<file path="config.mk">
export PLATFORM = sky130hd
export DESIGN_NAME = ho_freq_avg
export DESIGN_NICKNAME = d
export VERILOG_FILES = /design/src/rtl/ho_avg_pkg.sv /design/src/rtl/ho_iir_core.sv /design/src/rtl/ho_live_rdbk.sv /design/src/rtl/ho_cmd_sel.sv /design/src/rtl/ho_freq_avg.sv
export SDC_FILE = /design/constraint.sdc
export NUM_CORES = 1
export LEC_CHECK = 0
export ABC_AREA = 0
export BUFFER_PORTS_ARGS = -buffer_cell sky130_fd_sc_hd__buf_4
export CORE_MARGIN = 4
export CORE_UTILIZATION = 56
export DETAILED_ROUTE_END_ITERATION = 10
export PLACE_DENSITY = 0.79
export SLEW_MARGIN = 30
export SYNTH_ARGS = -nofsm -noshare
export SYNTH_HDL_FRONTEND = slang
export SYNTH_SLANG_ARGS = --single-unit
</file>
<file path="constraint.sdc">
create_clock -name clk_i -period 5.8 [get_ports clk_i]
set_input_delay 1.74 -clock clk_i [delete_from_list [all_inputs] [get_ports clk_i]]
set_output_delay 1.74 -clock clk_i [all_outputs]
set_load 0.1 [all_outputs]
</file>
<file path="src/rtl/ho_avg_pkg.sv">
package ho_avg_pkg;
  typedef logic [2:0] mode_t;

  localparam mode_t MODE_FREE = 3'd0;
  localparam mode_t MODE_PRE1 = 3'd1;
  localparam mode_t MODE_LOCK = 3'd2;
  localparam mode_t MODE_PRE2 = 3'd3;
  localparam mode_t MODE_LOST = 3'd4;
  localparam mode_t MODE_HOLD = 3'd5;

  typedef enum logic [1:0] {
    SEL_ZERO = 2'd0,
    SEL_LIVE = 2'd1,
    SEL_AVG  = 2'd2
  } cmd_sel_e;

  function automatic cmd_sel_e decode_mode(mode_t m);
    case (m)
      MODE_PRE1, MODE_LOCK, MODE_PRE2, MODE_LOST: decode_mode = SEL_LIVE;
      MODE_HOLD:                                   decode_mode = SEL_AVG;
      default:                                     decode_mode = SEL_ZERO;
    endcase
  endfunction
endpackage

</file>
<file path="src/rtl/ho_iir_core.sv">
module ho_iir_core #(
  parameter int W       = 40,
  parameter int SHIFT_W = 5
) (
  input  logic                clk_i,
  input  logic                rst_ni,
  input  logic                upd_i,
  input  logic signed [W-1:0] sample_i,
  input  logic [SHIFT_W-1:0]  shift_i,
  output logic signed [W-1:0] avg_o,
  output logic                hist_o
);
  localparam int CNT_W = (1 << SHIFT_W) + 1;

  logic signed [W-1:0] avg_q;
  logic signed [W:0]   diff;
  logic signed [W:0]   step;
  logic signed [W:0]   nxt;
  logic [CNT_W-1:0]    cnt_q;
  logic [CNT_W-1:0]    cnt_inc;
  logic [CNT_W-1:0]    thresh;
  logic                hist_q;

  // one guard bit keeps the difference exact
  always_comb begin
    diff = {sample_i[W-1], sample_i} - {avg_q[W-1], avg_q};
    step = diff >>> shift_i;
    nxt  = {avg_q[W-1], avg_q} + step;
  end

  assign cnt_inc = (&cnt_q) ? cnt_q : cnt_q + 1'b1;
  assign thresh  = CNT_W'(1) << shift_i;

  always_ff @(posedge clk_i or negedge rst_ni) begin
    if (!rst_ni) begin
      avg_q  <= '0;
      cnt_q  <= '0;
      hist_q <= 1'b0;
    end else if (upd_i) begin
      avg_q  <= nxt[W-1:0];
      cnt_q  <= cnt_inc;
      hist_q <= hist_q | (cnt_inc >= thresh);
    end
  end

  assign avg_o  = avg_q;
  assign hist_o = hist_q;

  AST_AVG_FROZEN: assert property (@(posedge clk_i) disable iff (!rst_ni)
    !upd_i |=> $stable(avg_q));

  AST_AVG_BOUNDED: assert property (@(posedge clk_i) disable iff (!rst_ni)
    upd_i |=> (($past(avg_q) <= $past(sample_i))
               ? (avg_q >= $past(avg_q) && avg_q <= $past(sample_i))
               : (avg_q <= $past(avg_q) && avg_q >= $past(sample_i))));

  AST_SHIFT0_COPY: assert property (@(posedge clk_i) disable iff (!rst_ni)
    (upd_i && shift_i == '0) |=> avg_q == $past(sample_i));

  AST_HIST_STICKY: assert property (@(posedge clk_i) disable iff (!rst_ni)
    hist_q |=> hist_q);

  AST_HIST_NEEDS_UPD: assert property (@(posedge clk_i) disable iff (!rst_ni)
    $rose(hist_q) |-> $past(upd_i));
endmodule

</file>
<file path="src/rtl/ho_live_rdbk.sv">
module ho_live_rdbk #(
  parameter int W = 40
) (
  input  logic                clk_i,
  input  logic                rst_ni,
  input  logic                vld_i,
  input  logic signed [W-1:0] freq_i,
  input  logic                rd_avg_i,
  input  logic signed [W-1:0] avg_i,
  output logic signed [W-1:0] live_o,
  output logic signed [W-1:0] rdbk_o
);
  logic signed [W-1:0] live_q;
  logic signed [W-1:0] rdbk_q;

  always_ff @(posedge clk_i or negedge rst_ni) begin
    if (!rst_ni) begin
      live_q <= '0;
      rdbk_q <= '0;
    end else begin
      if (vld_i) live_q <= freq_i;
      rdbk_q <= rd_avg_i ? avg_i : live_q;
    end
  end

  assign live_o = live_q;
  assign rdbk_o = rdbk_q;

  AST_LIVE_HOLD: assert property (@(posedge clk_i) disable iff (!rst_ni)
    !vld_i |=> $stable(live_q));

  AST_RDBK_LIVE: assert property (@(posedge clk_i) disable iff (!rst_ni)
    (!rd_avg_i && !vld_i) ##1 !rd_avg_i |=> rdbk_q == $past(rdbk_q));
endmodule

</file>
<file path="src/rtl/ho_cmd_sel.sv">
module ho_cmd_sel
  import ho_avg_pkg::*;
#(
  parameter int W = 40
) (
  input  mode_t               mode_i,
  input  logic signed [W-1:0] live_i,
  input  logic signed [W-1:0] avg_i,
  output logic signed [W-1:0] cmd_o
);
  cmd_sel_e sel;

  always_comb begin
    sel = decode_mode(mode_i);
    unique case (sel)
      SEL_LIVE: cmd_o = live_i;
      SEL_AVG:  cmd_o = avg_i;
      default:  cmd_o = '0;
    endcase
  end
endmodule

</file>
<file path="src/rtl/ho_freq_avg.sv">
module ho_freq_avg
  import ho_avg_pkg::*;
#(
  parameter int W       = 40,
  parameter int SHIFT_W = 5
) (
  input  logic                clk_i,
  input  logic                rst_ni,
  input  logic [2:0]          mode_i,
  input  logic signed [W-1:0] freq_i,
  input  logic                freq_vld_i,
  input  logic                rd_avg_i,
  input  logic [SHIFT_W-1:0]  shift_i,
  output logic signed [W-1:0] nco_cmd_o,
  output logic signed [W-1:0] rdbk_o,
  output logic                hist_valid_o
);
  logic                upd;
  logic signed [W-1:0] avg;
  logic signed [W-1:0] live;

  assign upd = (mode_i == MODE_LOCK) && freq_vld_i;

  ho_iir_core #(.W(W), .SHIFT_W(SHIFT_W)) u_core (
    .clk_i    (clk_i),
    .rst_ni   (rst_ni),
    .upd_i    (upd),
    .sample_i (freq_i),
    .shift_i  (shift_i),
    .avg_o    (avg),
    .hist_o   (hist_valid_o)
  );

  ho_live_rdbk #(.W(W)) u_rdbk (
    .clk_i    (clk_i),
    .rst_ni   (rst_ni),
    .vld_i    (freq_vld_i),
    .freq_i   (freq_i),
    .rd_avg_i (rd_avg_i),
    .avg_i    (avg),
    .live_o   (live),
    .rdbk_o   (rdbk_o)
  );

  ho_cmd_sel #(.W(W)) u_sel (
    .mode_i (mode_i),
    .live_i (live),
    .avg_i  (avg),
    .cmd_o  (nco_cmd_o)
  );

  AST_HOLD_STABLE: assert property (@(posedge clk_i) disable iff (!rst_ni)
    (mode_i == MODE_HOLD && $past(mode_i) == MODE_HOLD) |-> $stable(nco_cmd_o));

  AST_FREE_ZERO: assert property (@(posedge clk_i) disable iff (!rst_ni)
    (mode_i == MODE_FREE || mode_i > MODE_HOLD) |-> nco_cmd_o == '0);
endmodule

</file>
Word level (Yosys, flattened, before mapping)
Cells that the tools add are included.
{"block": "word_totals", "reg_bits": 154, "wordCells": 26, "out_inout_bits": 81, "input_bits": 52}
{"block": "op_classes", "n_lt_le_gt_ge": 1, "eq_ne": 7, "addsub": 3, "n_shift": 2, "n_reduce_logical": 3, "bitwise_logic": 1, "muxes": 4}
{"cell": "$pmux W40 S2", "count": 1}
{"cell": "$sshr A41 B5 Y40", "count": 1}
{"cell": "$sub A40 B40 Y41", "count": 1}
{"cell": "$add A40 B40 Y40", "count": 1}
{"cell": "$mux W40", "count": 1}
{"cell": "$add A33 B1 Y33 const B", "count": 1}
{"cell": "$ge A33 B33 Y1", "count": 1}
{"cell": "$mux W33", "count": 1}
{"cell": "$reduce_and A33 Y1", "count": 1}
{"cell": "$shl A1 B5 Y33 const A", "count": 1}
{"cell": "$eq A3 B2 Y1 const B", "count": 2}
{"cell": "$eq A3 B3 Y1 const B", "count": 2}
{"cell": "$pmux W2 S2", "count": 1}
{"cell": "$reduce_or A4 Y1", "count": 1}
{"cell": "$eq A3 B1 Y1 const B", "count": 1}
{"cell": "$eq A2 B1 Y1 const B", "count": 1}
{"cell": "$eq A2 B2 Y1 const B", "count": 1}
{"cell": "$logic_and A1 B1 Y1", "count": 1}
{"cell": "$or A1 B1 Y1", "count": 1}

Longest topological paths before layout
Gate-level depths: netlist of the first run.
{"block": "depth", "ltp_word": 5, "depth_mapped": 28, "mapped_depth_nobuf": 28}

Modules after synthesis
From an unflattened synthesis of the first run, not the netlist that was laid out.
{"block": "hier_totals", "hier_cells": 1810, "area_unflattened_um2": 15240.9}
{"mod": "ho_iir_core", "instances": 1, "seq_area_each_um2": 1851.8, "cells_per_inst": 1541, "area_each_um2": 11634.9}
{"mod": "ho_live_rdbk", "instances": 1, "seq_area_each_um2": 2001.9, "cells_per_inst": 168, "area_each_um2": 2992.9}
{"mod": "ho_cmd_sel", "instances": 1, "seq_area_each_um2": 0.0, "cells_per_inst": 100, "area_each_um2": 600.6}
{"mod": "ho_freq_avg", "instances": 1, "seq_area_each_um2": 0.0, "cells_per_inst": 1, "area_each_um2": 12.5}

Worst setup path after synthesis of the first run
OpenSTA, ideal clock, no wires.
{"block": "synth_path", "path_kind": "input port to flip-flop", "start": "input port freq_i[0]", "end": "register u_core.avg_q[34] (netlist: u_core.avg_o[34])", "cell_stages": 25, "path_buffers": 1, "required_time_ns": 5.679, "slack_ns": -1.919, "setup_ns": 0.121, "arrival_ns": 7.598, "path_cell_list": "inv_1 ha_1 fa_1 nand2b_1 a21o_1 a211o_1 o211a_1 or2_2 xnor2_1 mux4_2 mux4_2 mux2_2 ha_1 clkbuf_1 a21oi_1 o21ai_0 a21o_1 a41o_1 o41ai_1 a2111oi_0 nor2_1 o221ai_1 a21oi_1 o21ai_0 a22o_1"}
{"block": "synth_between", "elab_chain_len": 3}
{"element": "from (decl)", "line": "ho_freq_avg.sv:10", "text": "input logic signed [W-1:0] freq_i,"}
{"element": "$sub A40 B40 Y41", "line": "ho_iir_core.sv:26", "text": "diff = {sample_i[W-1], sample_i} - {avg_q[W-1], avg_q};"}
{"element": "$sshr A41 B5 Y40", "line": "ho_iir_core.sv:27", "text": "step = diff >>> shift_i;"}
{"element": "$add A40 B40 Y40", "line": "ho_iir_core.sv:28", "text": "nxt = {avg_q[W-1], avg_q} + step;"}
{"element": "to (signal assigned)", "line": "ho_iir_core.sv:40", "text": "avg_q <= nxt[W-1:0];"}
{"element": "to (decl)", "line": "ho_iir_core.sv:15", "text": "logic signed [W-1:0] avg_q;"}
Every way passes these cells.
A chain may end at the register's enable or synchronous reset.

Worst setup path in the final report of the first run
{"block": "layout_path", "start": "input port freq_i[0]", "end": "register u_core.avg_q[38] (netlist: u_core.avg_o[38])"}
The elaborated chain is that of the path after synthesis.

==> results of run 1 <==
==> final cells by class <==
| class | instances | area share |
|---|---|---|
| clock buffers | 18 | 0.01952 |
| clock inverters | 14 | 0.009232 |
| inverters | 80 | 0.01390 |
| multi-input cells | 1521 | 0.5338 |
| flip-flops and latches | 154 | 0.1713 |
| well taps | 341 | 0.01896 |
| repair buffers | 681 | 0.2332 |
==> path summary, 6_finish.rpt <==
path	slack [ns]	startpoint	to
worst max-delay path	-1.82	freq_i[0]	u_core.avg_o[38]
worst min-delay path	0.51	u_core.cnt_q[32]	u_core.cnt_q[32]
worst max register to register	-0.93	u_core.avg_o[2]	u_core.avg_o[38]
worst min register to register	0.51	u_core.cnt_q[32]	u_core.cnt_q[32]
max in group asynchronous	3.59	rst_ni	u_core.avg_o[15]
min in group asynchronous	1.27	rst_ni	u_core.cnt_q[19]
==> what timing repair did <==
| item | in CTS | in global routing |
|---|---|---|
| cloned | 0 | 0 |
| gates resized for setup | 83 | 92 |
| pin swaps | 68 | 29 |
| setup endpoints to repair | 38 | 38 |
| setup buffers | 38 | 15 |
==> worst register-to-register path: cells and delay by family (launching register included) <==
kind | cells | cell delay, ns
adders and majority gates | 2 | 0.47
AOI/OAI and AO/OA | 18 | 3.95
muxes | 3 | 1.17
buffers and inverters | 4 | 0.63
DFF | 1 | 0.41
==> flip-flops by register name, indices dropped and copies added (netlist names) <==
signal,flops
u_rdbk.live_o,40
u_core.hist_o,1
u_rdbk.rdbk_o,40
u_core.cnt_q,33
u_core.avg_o,40
==> cells by family after synthesis <==
| logic type | synth area share |
|---|---|
| compound gates | 0.2276 |
| xor+xnor | 0.07709 |
| fa+ha+maj | 0.09653 |
| buf+inv | 0.04778 |
| flops | 0.2494 |
| mux | 0.1225 |
| simple gates | 0.1791 |
==> metrics by stage <==
step | instance area [um2] | power, uW | utilization | hold slack, ns | std cells
2_1_floorplan | 15750 | 7508 | - | 0.4538 | 1861
3_3_place_gp | 20600 | 11620 | 0.7621 | 0.4779 | 2733
3_5_place_dp | 20600 | 11920 | 0.7621 | 0.4930 | 2733
4_1_cts | 22000 | 14120 | 0.8140 | 0.5082 | 2801
5_1_grt | 22500 | 15930 | 0.8325 | 0.5375 | 2809
6_report | 22500 | 15280 | 0.8325 | 0.5088 | 2809
==> routing by layer <==
metal	wire, um	track usage	share of wire
met3	5810	0.06720	0.089
met1	24660	0.5050	0.38
met4	4003	0.1914	0.062
met5	0	0	0
met2	30520	0.6874	0.47
==> where the power goes <==
part	switching (uW)	internal (uW)	total [uW]
sequential	164	1330	1500
combinational	6840	5640	12500
clock	552	745	1300
total	7560	7720	15300
==> layout by cell type, fill, tap and decap left out, drive strengths merged, types with 26 or more instances in the layout <==
cell type,Yosys,routed
dfrtp,154,154
mux2,102,102
ha,116,116
a21o,52,52
o21ai,101,101
xnor2,70,70
nand3,75,75
a211oi,31,31
a21oi,103,103
xor2,66,66
buf,29,681
nor2,175,175
inv,79,86
a22oi,42,42
mux2i,26,26
nand2,202,202
nor3,42,42
==> reports/metrics.cfg, run 1 <==
[sta]
fin_ws_ns = -1.817
finalMaxSlewViolations = 0
finalSetupViolCount = 37
relSlewSlack = 0.4007
rsz0062_at_grt = yes
fin_crit_sh = 1.313
fmax_ghz = 0.1313
worstMarginPinSlew_ns = 0.8969
finalHoldViolations = 0
finClkSkew_ns = 0.01646
setup-tns-final_ns = -44.62
fin_crit_ns = 7.617

[synthesis]
synth_common_cells = nand2_1 (202), nor2_1 (175), dfrtp_1 (154)
async_flop_share = 1.000
synth-main-ff-cell = dfrtp_1
yosys_warnings = 0
syn_area_per_cell_um2 = 8.303
syn_inst = 1861
ys_seq_area_frac = 0.2494
synth_top_area_frac = 0.2494
ys_top_cells_by_area = dfrtp_1 (25%), ha_1 (9.4%), mux2_2 (7.4%)
synth_nets = 2031
synth_top_cell_by_area = dfrtp_1
yosysMostFrequentCell = nand2_1
synth-seq-cells = 154
ys_types = 89
netlist_area_um2 = 15450
synth_edf_count = 0

[pwr]
cellPowerDensity_nw_per_um2 = 679.0
ir_worst_vdd_mv = 0.5844
p_leak_uw = 0.01064

[die]
io_pins = 133
num_rows = 60
dieArea_um2 = 30310
die_x_um = 174.1
coreArea_um2 = 27030
die_y_um = 174.1
start_util = 0.5717

[clock_tree]
postCtsHoldBufs = 0
clk_latency_ns = 0.47
htree_levels = 4
cts_root_buf = clkbuf_16
numCtsBuffers = 17
cts_tree = yes
clkTransAtPathRegs_ns = 0.07
cts_sinks = 154
cts_buffer_depth = 2

[route]
drt_first_pass_iters = 6
initialDrtViolationCount = 1981
wirelength_um = 65000
drc = 0
drt-vias-per-instance = 6.532
wl_per_cell_um = 23.14
ant_nets = 0
vias = 18350

[worst_setup_path]
worst-path-max-fanout = 5
critPathRequiredTime_ns = 6.17
cpMaxStageDelayCell = mux4_2
max_stage_delay_ns = 0.54
path_delay_family = compound AO/OA/AOI/OAI gates
worst-setup-path-type = input pin to flip-flop
cp_data_arrival_time_ns = 7.99
end_kind = flip-flop
path_buf_inv = 5
startpoint_type = input pin
path_depth = 28
reg2reg_depth = 27

[final_layout]
final_net_count = 2625
antenna_cells = 0
nFillCells = 1491
multi_input_area_um2 = 12010
ff_latch_area_um2 = 3854
area_growth_pct = 45.61
layout-drive-gt1-share = 0.4105

[grt]
grt_pass1_wl_um = 99560
antenna_found_initial = 0
grt_pass1_vias = 18600
grt_max_degree = 88
grt_overflow = 0
track_usage = 0.4054

[placed_design]
routabilityCongestion = 1.083
hpwl_um = 44600
io_buffers = 132
preCtsSetupSlack_ns = -2.795

[status]
violations = setup timing
outcome = finished with violations

[min_path]
hold_path.class = flip-flop to flip-flop
holdPathStages = 2

[flow_run]
drv_cap = 0

No activity file was read; power rests on OpenSTA's default activity.
==> inputs of run 2 (changes only) <==
--- a/config.mk
+++ b/config.mk
@@ -9,6 +9,7 @@
 export BUFFER_PORTS_ARGS = -buffer_cell sky130_fd_sc_hd__buf_4
 export CORE_MARGIN = 4
 export CORE_UTILIZATION = 56
+export CTS_BUF_LIST = sky130_fd_sc_hd__clkbuf_16
 export DETAILED_ROUTE_END_ITERATION = 10
 export PLACE_DENSITY = 0.79
 export SLEW_MARGIN = 30
==> reports/metrics.cfg, run 2 (same netlist as run 1, synthesis figures left out) <==
[status]
outcome = finished with violations
violations = setup timing

[sta]
finClkSkew_ns = 0.01536
fin_ws_ns = -1.974
fin_crit_sh = 1.340
finalMaxSlewViolations = 0
fmax_ghz = 0.1286
whs_ns = 0.5107
finalHoldViolations = 0
fin_crit_ns = 7.774
worstMarginPinSlew_ns = 1.025
finalSetupViolCount = 37
relSlewSlack = 0.3096
rsz0062_at_grt = yes

[worst_setup_path]
reg2reg_depth = 28
max_stage_delay_ns = 0.55
startpoint_type = input pin
worst-setup-path-type = input pin to flip-flop
r2r_slack_ns = -1.02
cpMaxStageDelayCell = o41ai_4
cp_data_arrival_time_ns = 8.12
end_kind = flip-flop
cpMostUsedCell = buf_4
critPathRequiredTime_ns = 6.14
timing.rr.start = u_core.avg_o[2]
rr_endpoint = u_core.avg_o[32]
worst-path-max-fanout = 3

[route]
wirelength_um = 66150
drc = 0
wl_per_cell_um = 23.57
drt-vias-per-instance = 6.546
drt_first_pass_iters = 6
initialDrtViolationCount = 2269
vias = 18370
ant_nets = 0

[die]
dieArea_um2 = 30310
io_pins = 133
coreArea_um2 = 27030
die_x_um = 174.1
start_util = 0.5717
num_rows = 60
die_y_um = 174.1

[min_path]
hold_path.class = flip-flop to flip-flop
worstHoldStart = u_core.cnt_q[32]
holdPathStages = 2
whs_endpoint = u_core.cnt_q[32]

[placed_design]
dp.cells = 2733
hpwl_um = 44600
io_buffers = 132
routabilityCongestion = 1.083

[clock_tree]
cts_sinks = 154
numCtsBuffers = 17
clk_latency_ns = 0.47
cts_root_buf = clkbuf_16
clkTransAtPathRegs_ns = 0.07
postCtsHoldBufs = 0
htree_levels = 4
cts_tree = yes
cts_buffer_depth = 2

[final_layout]
final_cells = 2806
layout-drive-gt1-share = 0.4024
final_util = 0.8284
final_common_cell = buf_4
mostFrequentLayoutCells = buf_4 (653), nand2_1 (197), nor2_1 (169)
antenna_cells = 0
final_net_count = 2622
area_growth_pct = 44.90
nFillCells = 1508

[pwr]
cellPowerDensity_nw_per_um2 = 682.8
p_leak_uw = 0.01064
ir_worst_vdd_mv = 0.6137

[grt]
antenna_found_initial = 0
grt_max_degree = 88
grt_overflow = 0
track_usage = 0.4013
grt_pass1_wl_um = 98200
grt_pass1_vias = 18340

[flow_run]
drv_cap = 0

-- run 2: cell types whose count changed in the layout (fill, tap and decap cells not counted), moves of 3 or more --
cell | previous run | this run
ha_1 | 97 | 104
buf_4 | 659 | 653
a211oi_1 | 21 | 25
buf_6 | 16 | 20
ha_4 | 15 | 11
a211oi_2 | 9 | 6
a21oi_1 | 77 | 80
ha_2 | 4 | 1
o21ai_1 | 35 | 32
-- run 2: metrics by stage --
| stage | instance area (um2) | total power [uW] | setup TNS, ns | worst slack, ns |
|---|---|---|---|---|
| 2_1_floorplan | 15750 | 7508 | -28.82 | -1.460 |
| 3_3_place_gp | 20600 | 11620 | -66.79 | -2.659 |
| 3_5_place_dp | 20600 | 11920 | -69.98 | -2.795 |
| 4_1_cts | 21950 | 14070 | -37.35 | -1.565 |
| 5_1_grt | 22390 | 15950 | -55.19 | -2.171 |
| 6_report | 22390 | 15290 | -47.65 | -1.974 |
-- run 2: layer usage --
layer | wire (um) | global-route usage | part of all wire
met5 | 0 | 0 | 0
met4 | 3723 | 0.1841 | 0.056
met3 | 6037 | 0.06851 | 0.091
met2 | 31450 | 0.6824 | 0.48
met1 | 24940 | 0.4992 | 0.38
-- run 2: worst max path at each step --
stage | start | to
after floorplan | freq_i[0] | u_core.avg_o[38]
after global placement | freq_i[0] | u_core.avg_o[33]
after detailed placement | freq_i[0] | u_core.avg_o[38]
after CTS | freq_i[0] | u_core.avg_o[33]
after global routing | freq_i[16] | u_core.avg_o[38]
final | freq_i[16] | u_core.avg_o[32]
-- run 2: where the power goes --
group / switching [uW] / leakage (uW) / total, uW / internal [uW]
sequential: 167 / 0.00189 / 1500 / 1330
clock: 543 / 0.000311 / 1270 / 731
combinational: 6880 / 0.00844 / 12500 / 5630
total: 7590 / 0.0106 / 15300 / 7690
-- run 2: critical path, delay by kind of cell --
kind            cells  cell delay, ns
compound gates     14            3.02
mux                 3            1.31
buf+inv             5            0.76
fa+ha+maj           2            0.64
simple gates        2            0.44
xor+xnor            1            0.19
-- run 2: layout make-up --
class,count,area [um2],share of cell area
clock inverters,15,211.5,0.009445
well taps,341,426.7,0.01906
multi-input cells,1521,11930,0.5329
clock buffers,17,425.4,0.01900
repair buffers,678,5228,0.2335
inverters,80,312.8,0.01397
flip-flops and latches,154,3854,0.1721
-- run 2: what timing repair did --
action,in CTS,in global routing
endpoints found under the setup margin,38,39
setup buffers,37,19
gates resized for setup,89,78
pin swaps,64,59
